[src/rtl/uart_regif_pkg.sv]
package uart_regif_pkg;
  localparam int unsigned NUM_WORDS   = 15;
  localparam int unsigned IDX_RXCTRL  = 2;
  localparam int unsigned IDX_DOUT    = 7;
  localparam int unsigned IDX_POP     = 8;
  localparam int unsigned IDX_PEEK    = 9;
  localparam int unsigned IDX_MASK    = 11;
  localparam int unsigned IDX_ACK     = 12;
  localparam int unsigned IDX_RAW     = 13;
  localparam int unsigned IDX_MASKED  = 14;

  localparam int unsigned RX_EN_BIT   = 3;
  localparam int unsigned RAW_RX_BIT  = 3;
  localparam logic [31:0] RXCTRL_INIT = 32'h0001_0000;

  function automatic logic [31:0] status_word(input logic [7:0] head, input logic avail);
    logic [31:0] w;
    w        = '0;
    w[7:0]   = head;
    w[16]    = avail;
    w[22]    = 1'b1;
    w[24]    = 1'b1;
    return w;
  endfunction
endpackage

[src/rtl/uart_rx_fifo.sv]
module uart_rx_fifo #(
  parameter int unsigned DATA_W = 8,
  parameter int unsigned DEPTH  = 16,
  localparam int unsigned AW    = (DEPTH > 1) ? $clog2(DEPTH) : 1,
  localparam int unsigned CW    = $clog2(DEPTH + 1)
) (
  input  logic              clk,
  input  logic              rst,
  input  logic              push,
  input  logic [DATA_W-1:0] push_data,
  input  logic              pop,
  output logic [DATA_W-1:0] head,
  output logic [CW-1:0]     count,
  output logic              full,
  output logic              empty
);
  localparam logic [AW-1:0] LAST = AW'(DEPTH - 1);
  localparam logic [CW-1:0] CMAX = CW'(DEPTH);

  logic [DATA_W-1:0] mem [DEPTH];
  logic [AW-1:0]     wp, rp;
  logic              do_push, do_pop;

  assign full    = (count == CMAX);
  assign empty   = (count == '0);
  assign do_push = push && !full;
  assign do_pop  = pop && !empty;
  assign head    = mem[rp];

  always_ff @(posedge clk) begin
    if (do_push) mem[wp] <= push_data;
  end

  always_ff @(posedge clk) begin
    if (rst) begin
      wp    <= '0;
      rp    <= '0;
      count <= '0;
    end else begin
      if (do_push) wp <= (wp == LAST) ? '0 : wp + 1'b1;
      if (do_pop)  rp <= (rp == LAST) ? '0 : rp + 1'b1;
      case ({do_push, do_pop})
        2'b10:   count <= count + 1'b1;
        2'b01:   count <= count - 1'b1;
        default: count <= count;
      endcase
    end
  end
endmodule

[src/rtl/uart_irq_ctrl.sv]
module uart_irq_ctrl #(
  parameter int unsigned W = 32
) (
  input  logic         clk,
  input  logic         rst,
  input  logic         tx_fire,
  input  logic         ack_we,
  input  logic [W-1:0] ack_val,
  input  logic         raw_we,
  input  logic [W-1:0] raw_wval,
  input  logic         rx_nonempty,
  input  logic [W-1:0] mask,
  output logic [W-1:0] raw_view,
  output logic [W-1:0] ack_eff,
  output logic         irq
);
  import uart_regif_pkg::*;

  localparam logic [W-1:0] RX_ONE  = W'(1) << RAW_RX_BIT;
  localparam logic [W-1:0] TX_BITS = W'(3);

  logic [W-1:0] raw_q;
  logic         pend_q;

  assign raw_view = raw_q | (rx_nonempty ? RX_ONE : '0);
  assign ack_eff  = pend_q ? (ack_val & ~W'(1)) : ack_val;

  always_ff @(posedge clk) begin
    if (rst) begin
      raw_q  <= '0;
      pend_q <= 1'b0;
      irq    <= 1'b0;
    end else begin
      if (tx_fire) begin
        raw_q  <= raw_q | TX_BITS;
        pend_q <= 1'b1;
      end else if (ack_we) begin
        raw_q  <= raw_q & ~ack_eff;
        pend_q <= 1'b0;
      end else if (raw_we) begin
        raw_q  <= raw_wval & ~RX_ONE;
      end
      irq <= |(raw_view & mask);
    end
  end
endmodule

[src/rtl/uart_tx_port.sv]
module uart_tx_port #(
  parameter int unsigned DATA_W = 8
) (
  input  logic              clk,
  input  logic              rst,
  input  logic              send,
  input  logic [DATA_W-1:0] send_data,
  output logic              tx_valid,
  output logic [DATA_W-1:0] tx_data
);
  always_ff @(posedge clk) begin
    if (rst) begin
      tx_valid <= 1'b0;
      tx_data  <= '0;
    end else begin
      tx_valid <= send;
      if (send) tx_data <= send_data;
    end
  end
endmodule

[src/rtl/uart_regif.sv]
module uart_regif #(
  parameter int unsigned ADDR_W     = 6,
  parameter int unsigned FIFO_DEPTH = 16
) (
  input  logic              clk,
  input  logic              rst,
  input  logic              bus_req,
  input  logic              bus_we,
  input  logic [ADDR_W-1:0] bus_addr,
  input  logic [31:0]       bus_wdata,
  output logic              bus_ack,
  output logic [31:0]       bus_rdata,
  input  logic              rx_valid,
  input  logic [7:0]        rx_data,
  output logic              rx_ready,
  output logic              tx_valid,
  output logic [7:0]        tx_data,
  input  logic              tx_ready,
  output logic              irq
);
  import uart_regif_pkg::*;

  localparam int unsigned IW = ADDR_W - 2;
  localparam int unsigned CW = $clog2(FIFO_DEPTH + 1);
  localparam logic [IW-1:0] A_RXCTRL = IW'(IDX_RXCTRL);
  localparam logic [IW-1:0] A_DOUT   = IW'(IDX_DOUT);
  localparam logic [IW-1:0] A_POP    = IW'(IDX_POP);
  localparam logic [IW-1:0] A_PEEK   = IW'(IDX_PEEK);
  localparam logic [IW-1:0] A_ACK    = IW'(IDX_ACK);
  localparam logic [IW-1:0] A_RAW    = IW'(IDX_RAW);
  localparam logic [IW-1:0] A_MASKED = IW'(IDX_MASKED);
  localparam logic [IW-1:0] A_LIMIT  = IW'(NUM_WORDS);

  logic [31:0]   regs_q [NUM_WORDS];
  logic [IW-1:0] idx;
  logic          hit, go, is_dout, stall, done, wr, rd;
  logic          tx_fire, fifo_pop, fifo_push;
  logic [7:0]    fifo_head;
  logic [CW-1:0] fifo_count;
  logic          fifo_full, fifo_empty, rx_en;
  logic [31:0]   raw_view, ack_eff, mask_q, rd_val;

  assign idx      = bus_addr[ADDR_W-1:2];
  assign hit      = (bus_addr[1:0] == 2'b00) && (idx < A_LIMIT);
  assign go       = bus_req && !bus_ack;
  assign is_dout  = hit && (idx == A_DOUT);
  assign stall    = bus_we && is_dout && !tx_ready;
  assign done     = go && !stall;
  assign wr       = done && bus_we && hit;
  assign rd       = done && !bus_we;
  assign tx_fire  = go && bus_we && is_dout && tx_ready;
  assign fifo_pop = rd && hit && (idx == A_POP);

  assign rx_en     = regs_q[IDX_RXCTRL][RX_EN_BIT];
  assign rx_ready  = rx_en && !fifo_full;
  assign fifo_push = rx_valid && rx_ready;
  assign mask_q    = regs_q[IDX_MASK];

  uart_rx_fifo #(.DATA_W(8), .DEPTH(FIFO_DEPTH)) i_fifo (
    .clk(clk), .rst(rst),
    .push(fifo_push), .push_data(rx_data),
    .pop(fifo_pop), .head(fifo_head),
    .count(fifo_count), .full(fifo_full), .empty(fifo_empty)
  );

  uart_irq_ctrl #(.W(32)) i_irq (
    .clk(clk), .rst(rst),
    .tx_fire(tx_fire),
    .ack_we(wr && (idx == A_ACK)), .ack_val(bus_wdata),
    .raw_we(wr && (idx == A_RAW)), .raw_wval(bus_wdata),
    .rx_nonempty(!fifo_empty), .mask(mask_q),
    .raw_view(raw_view), .ack_eff(ack_eff), .irq(irq)
  );

  uart_tx_port #(.DATA_W(8)) i_tx (
    .clk(clk), .rst(rst),
    .send(tx_fire), .send_data(bus_wdata[7:0]),
    .tx_valid(tx_valid), .tx_data(tx_data)
  );

  always_comb begin
    rd_val = '0;
    if (hit) begin
      case (idx)
        A_POP, A_PEEK: rd_val = status_word(fifo_head, !fifo_empty);
        A_RAW:         rd_val = raw_view;
        A_MASKED:      rd_val = raw_view & mask_q;
        default:       rd_val = regs_q[idx];
      endcase
    end
  end

  always_ff @(posedge clk) begin
    if (rst) begin
      for (int i = 0; i < int'(NUM_WORDS); i++)
        regs_q[i] <= (i == int'(IDX_RXCTRL)) ? RXCTRL_INIT : '0;
    end else if (wr) begin
      regs_q[idx] <= (idx == A_ACK) ? ack_eff : bus_wdata;
    end
  end

  always_ff @(posedge clk) begin
    if (rst) begin
      bus_ack   <= 1'b0;
      bus_rdata <= '0;
    end else begin
      bus_ack <= done;
      if (rd) bus_rdata <= rd_val;
    end
  end

  logic unused_rxctrl;
  assign unused_rxctrl = (A_RXCTRL == idx) && 1'b0;
endmodule

[config.mk]
export PLATFORM = sky130hd
export DESIGN_NAME = uart_regif
export DESIGN_NICKNAME = d
export VERILOG_FILES = /design/src/rtl/uart_regif_pkg.sv /design/src/rtl/uart_rx_fifo.sv /design/src/rtl/uart_irq_ctrl.sv /design/src/rtl/uart_tx_port.sv /design/src/rtl/uart_regif.sv
export SDC_FILE = /design/constraint.sdc
export NUM_CORES = 1
export LEC_CHECK = 0
export BUFFER_PORTS_ARGS = -buffer_cell sky130_fd_sc_hd__buf_4
export CORE_MARGIN = 4
export CORE_UTILIZATION = 40
export DETAILED_ROUTE_END_ITERATION = 10
export GPL_ROUTABILITY_DRIVEN = 0
export PLACE_DENSITY_LB_ADDON = 0.08
export RECOVER_POWER = 25
export SLEW_MARGIN = 20
export SYNTH_ARGS = -nofsm -noshare
export SYNTH_HDL_FRONTEND = slang
export SYNTH_SLANG_ARGS = --single-unit
[constraint.sdc]
create_clock -name clk -period 4.5 [get_ports clk]
set_input_delay 0.9 -clock clk [delete_from_list [all_inputs] [get_ports clk]]
set_output_delay 0.9 -clock clk [all_outputs]
set_load 0.05 [all_outputs]
# Word level (Yosys, flattened, before mapping)
# Memory sizes are Yosys's and may differ from the RTL's. A register that Yosys moved wholly into a read port is not among the register bits.
# Cells that the tools add are included.
[word_totals]
memories = 2
input_bits = 52
out_inout_bits = 44
register_bits = 89
ram_bits = 608
word_cells = 95
[memory_table]
columns = ["memory", "depth", "width", "read_ports", "rd_clocked_by_memory_dff", "wr", "line", "rtl"]
rows = [
  ["regs_q", 15, 32, 3, 0, 15, "uart_regif.sv:34", "logic [31:0] regs_q [NUM_WORDS];"],
  ["i_fifo.mem", 16, 8, 1, 1, 1, "uart_rx_fifo.sv:20", "logic [DATA_W-1:0] mem [DEPTH];"],
]
[classes]
n_reduce_logical = 36
order_cmp = 1
bitwise_logic = 5
n_addsub = 4
mux = 25
n_eq_ne = 11
[op_table]
columns = ["op", "count"]
rows = [
  ["2-to-1 mux 32 bit", 4],
  ["case mux 32 bit (3 select lines)", 1],
  ["bitwise AND 32 bit", 2],
  ["OR reduction 32 bit", 2],
  ["NOT 32 bit", 1],
  ["bitwise OR 32 x 4 -> 32 bit", 1],
  ["equality test 4 bit (second input constant)", 7],
  ["2-to-1 mux 4 bit", 6],
  ["logical AND 1 bit", 20],
  ["2-to-1 mux 1 bit", 12],
  ["case mux 5 bit (2 select lines)", 1],
  ["adder 4 x 1 -> 4 bit (second input constant)", 2],
  ["logical NOT 1 bit", 6],
  ["nonzero test 2 bit", 3],
  ["adder 5 x 1 -> 5 bit (second input constant)", 1],
  ["equality test 5 bit (second input constant)", 1],
  ["logical NOT 5 bit", 1],
  ["subtractor 5 x 1 -> 5 bit (second input constant)", 1],
  ["equality test 4 x 3 -> 1 bit (second input constant)", 1],
  ["less-than comparator 4 bit (second input constant)", 1],
  ["nonzero test 3 bit", 1],
  ["equality test 2 x 1 -> 1 bit (second input constant)", 1],
  ["equality test 2 bit (second input constant)", 1],
  ["logical NOT 2 bit", 1],
  ["4 further kinds", 4],
]

# Logic depth before layout (Yosys ltp)
[logic_depth]
ltp_word = 14
mapped_depth = 15
ltp_nobuf = 11

# Cells and area by module
# From an unflattened synthesis, not the netlist that was laid out.
[hier_totals]
hier_cells = 2423
area_unflattened_um2 = 31707.9
[modules_own_cells]
columns = ["module", "seq_area_each_um2", "instances", "cells_per_inst", "area_each_um2"]
rows = [
  ["uart_regif", 14774.2, 1, 1798, 22947.0],
  ["uart_rx_fifo", 4184.0, 1, 297, 5926.9],
  ["uart_irq_ctrl", 680.7, 1, 300, 2521.2],
  ["uart_tx_port", 180.2, 1, 28, 312.8],
]

# Worst setup path after synthesis
# No wires, ideal clock.
[synth_timing]
kind = "input to register"
start = "input bus_addr[2]"
end = "register i_fifo.count[3]"
slack_ps = 399
path_stages = 13
t_required_ps = 4430
setup_ps = 70
path_buffers = 6
t_arrival_ps = 4030
cell_sequence = "buf_2 buf_2 buf_2 buf_2 buf_2 nor3_1 ha_1 clkbuf_1 or3b_2 a21boi_0 nor3_1 or3b_2 a21oi_1"
[synth_via]
elab_chain_cells = 13
word_cells_on_any_way = 17
cone_classes = "1 x order compare; 4 x eq/ne; 1 x mux; 11 x reduce/logical"
[synth_rtl]
columns = ["element", "line", "rtl"]
rows = [
  ["start, declared", "uart_regif.sv:9", "input logic [ADDR_W-1:0] bus_addr,"],
  ["less-than comparator 4 bit", "uart_regif.sv:44", "assign hit = (bus_addr[1:0] == 2'b00) && (idx < A_LIMIT);"],
  ["logical AND 1 bit", "uart_regif.sv:44", ""],
  ["logical AND 1 bit", "uart_regif.sv:46", "assign is_dout = hit && (idx == A_DOUT);"],
  ["logical AND 1 bit (2 in series)", "uart_regif.sv:47", "assign stall = bus_we && is_dout && !tx_ready;"],
  ["logical NOT 1 bit", "uart_regif.sv:48", "assign done = go && !stall;"],
  ["logical AND 1 bit", "uart_regif.sv:48", ""],
  ["logical AND 1 bit", "uart_regif.sv:50", "assign rd = done && !bus_we;"],
  ["logical AND 1 bit", "uart_regif.sv:52", "assign fifo_pop = rd && hit && (idx == A_POP);"],
  ["logical AND 1 bit *", "uart_regif.sv:52", ""],
  ["logical AND 1 bit *", "uart_rx_fifo.sv:27", "assign do_pop = pop && !empty;"],
  ["equality test 2 x 1 -> 1 bit / equality test 2 bit (equally long branches)", "uart_rx_fifo.sv:42", "case ({do_push, do_pop})"],
  ["case mux 5 bit (2 select lines) / nonzero test 2 bit (equally long branches)", "--", ""],
  ["end signal, assigned", "uart_rx_fifo.sv:43", "2'b10: count <= count + 1'b1;"],
  ["end signal, assigned", "uart_rx_fifo.sv:44", "2'b01: count <= count - 1'b1;"],
  ["end signal, assigned", "uart_rx_fifo.sv:45", "default: count <= count;"],
  ["end, declared", "uart_rx_fifo.sv:13", "output logic [CW-1:0] count,"],
]
# Mark *: on every way between the ends. The rest lies on a longest branch, timed or not.
# A chain may end at the register's enable or synchronous reset.

==> results.py <==
metrics = {
    "route": {
        "routed_wirelength_mm": 93.9,
        "dr.pass1.iters": 5,
        "met3WireLength_mm": 7.24,
        "drc_errors": 0,
        "wl_met2_mm": 44.2,
        "drt_iter0_markers": 1915,
        "m1WireLength_mm": 40.1,
        "via_per_inst": 5.64,
        "wl_per_cell_um": 28.6,
        "postRouteAntennaNets": 0,
        "dr.max_layer_used": "met5",
        "vias": 18600,
    },
    "grt": {
        "antenna_found_initial": 14,
        "grt_usage": 0.229,
        "grt_pass1_wl_mm": 136,
        "grt_start_max_net_pins": 100,
        "grt_pass1_vias": 19100,
        "grt_remaining_overflow": 0,
    },
    "power": {
        "internal_power_w": 0.0111,
        "power_switching_share": 0.224,
        "power_switching_w": 0.00320,
        "leakage_nw": 12.3,
        "ir_worst_vdd_uv": 281,
        "p_clk_frac": 0.425,
        "power_frac_seq": 0.517,
        "p_comb_frac": 0.058,
        "powerDensity_nw_per_um2": 406,
    },
    "logic_synthesis": {
        "syn_area_per_cell_um2": 14.8,
        "ys_ff_latch": 709,
        "async_reset_ff_frac": 0,
        "syn_inst": 2097,
        "netlist_area_um2": 31100,
        "synth_flop_cell": "edfxtp_1",
        "ys_types": 63,
        "yosys_warnings": 0,
        "ys_seq_area_frac": 0.656,
        "synth-edff-count": 616,
    },
    "floorplan": {
        "fp.coreArea_um2": 76500,
        "die-area_um2": 82200,
        "rows": 101,
        "die_width_um": 287,
        "start_util": 0.406,
        "ios": 96,
        "fp.dieH_um": 287,
    },
    "layout": {
        "area.growth.synth_to_final_pct": 13.3,
        "final_cell_mix": "edfxtp_1, and2_1, mux4_2, nand2_1, clkbuf_1",
        "nets": 2251,
        "fill_cells": 6789,
        "final_common_cell": "edfxtp_1",
        "regArea_um2": 20400,
        "drive_gt1_frac": 0.162,
        "multi_input_area_um2": 10100,
    },
    "place": {
        "post-dp-hpwl_mm": 56.9,
        "dp_slack_ns": 0.384,
        "portBuffers": 95,
    },
    "sta": {
        "setup_violations": 0,
        "hold_viol_final": 0,
        "rsz0062_at_grt": "false",
        "fmax_mhz": 263,
        "fin_setup_tns_ns": 0,
        "relSlewSlack": -0.214,
        "finClkSkew_ns": 0.0197,
        "tightest_slew_ns": 1.82,
        "period_minus_slack_ns": 3.80,
        "finalCritPeriodShare": 0.845,
        "fin_ws_ns": 0.698,
        "report.final.slew_viol_count": 100,
    },
    "worst_setup_path": {
        "start_kind": "input pin",
        "crit_required_ns": 4.74,
        "reg2reg_depth": 6,
        "critPathKind": "input pin to flop",
        "r2r_setup_slack_ns": 0.83,
        "cp_data_arrival_time_ns": 4.05,
        "cp_max_fo": 20,
        "end_kind": "flop",
    },
    "clock_tree": {
        "clk_latency_ns": 0.61,
        "cts_hold_buffers": 0,
        "clk_pin_slew_ns": 0.06,
        "ctsResizeCount": 0,
        "clock-root-buffer": "clkbuf_16",
        "cts_num_sinks": 709,
        "clockBufferDepth": 3,
        "cts_tree": "done",
        "htree_levels": 3,
        "cts_buffers": 80,
        "post_cts_buffers": 0,
    },
    "outcome": {
        "violations": "max-capacitance violations, max-slew violations",
        "outcome": "complete, but fails checks",
    },
    "run": {
        "maxCapViolCount": 1,
    },
    "min_path": {
        "hold_path_depth": 2,
        "holdCritPathClass": "flop to flop",
    },
}
-- sequential cells by signal (all words and copies together), names as in the netlist, named ones only --
| name | count |
|---|---|
| i_fifo.count | 5 |
| bus_rdata | 32 |
| i_fifo.mem | 128 |
| regs_q | 488 |
| i_irq.irq | 1 |
| i_fifo.wp | 4 |
| i_irq.pend_q | 1 |
| i_fifo.rp | 4 |
| i_tx.tx_valid | 1 |
| bus_ack | 1 |
| i_irq.raw_q | 32 |
| i_tx.tx_data | 8 |
-- kinds of logic after synthesis --
kind of cell | count (synthesis) | share of synthesized area
AND/OR/NAND/NOR | 770 | 0.141
buffers and inverters | 191 | 0.0254
flip-flops | 709 | 0.656
multiplexers | 184 | 0.119
adder cells (fa/ha/maj) | 9 | 0.00363
XOR/XNOR | 7 | 0.00197
AO/OA/AOI/OAI | 226 | 0.0530
other | 1 | 0.000121
-- power by group through the flow --
| stage | clock [W] | combinational (W) | sequential (W) |
|---|---|---|---|
| after floorplan | 0 | 0.000452 | 0.00752 |
| after global placement | 0 | 0.000845 | 0.00753 |
| after detailed placement | 0 | 0.000851 | 0.00753 |
| after CTS | 0.00621 | 0.000854 | 0.00740 |
| after global routing | 0.00649 | 0.000875 | 0.00741 |
| final | 0.00608 | 0.000827 | 0.00740 |
-- final cells by class --
cell class                      count  share of cell area
Tap cell                         1030              0.0366
Clock inverter                     31             0.00565
Multi-Input combinational cell   1228               0.287
Sequential cell                   709               0.579
Clock buffer                      114              0.0623
Timing Repair Buffer              160              0.0287
Inverter                           11             0.00121
Antenna cell                        7            0.000498
-- per-layer routing --
layer | global-route usage | up-vias
met2 | 0.367 | 711
met3 | 0.0467 | 141
li1 | - | 8088
met1 | 0.320 | 9616
met5 | 0 | -
met4 | 0.0657 | 4
-- through the flow --
stage | std cells | cell area, µm² | hold slack (ns) | total power (W) | util
3_5_place_dp | 3138 | 33100 | 0.440 | 0.00839 | 0.433
2_1_floorplan | 2128 | 31200 | 0.410 | 0.00797 | -
4_1_cts | 3283 | 35500 | 0.451 | 0.0145 | 0.465
3_3_place_gp | 3138 | 33100 | 0.439 | 0.00837 | 0.433
5_1_grt | 3284 | 35200 | 0.503 | 0.0148 | 0.460
6_report | 3290 | 35200 | 0.456 | 0.0143 | 0.460
-- cell usage after synthesis, types with 14 or more instances --
cell type,number,share of area
nand3_1,35,0.0056
and3_1,43,0.0087
or2_2,14,0.0028
clkbuf_2,15,0.0024
mux2i_1,27,0.0087
buf_2,17,0.0027
nand2_1,130,0.016
a21oi_1,41,0.0066
and2_1,438,0.088
mux4_2,148,0.11
edfxtp_1,616,0.60
a22o_1,32,0.0090
a22oi_1,15,0.0036
nor3_1,15,0.0024
a32oi_1,22,0.0062
nor2_1,40,0.0048
nor2b_1,14,0.0028
o21ai_0,30,0.0048
a221oi_1,30,0.0085
dfxtp_1,93,0.060
clkbuf_1,131,0.016
-- path summary, 6_finish.rpt --
| path | start | end |
|---|---|---|
| hold / removal | i_irq.raw_q[3] | i_irq.raw_q[3] |
| hold reg to reg | i_irq.raw_q[3] | i_irq.raw_q[3] |
| setup / recovery | bus_addr[1] | regs_q[8][28] |
| setup reg to reg | bus_ack | regs_q[8][28] |
-- worst max-delay path: stages --
cell and delay, ns:
clkbuf_4 0.10, or2_1 0.35, or3_1 0.56, nor3_1 0.87, clkbuf_1 0.43, and3_1 0.23
or2_2 0.59
Power figures use the tool's default switching activity.
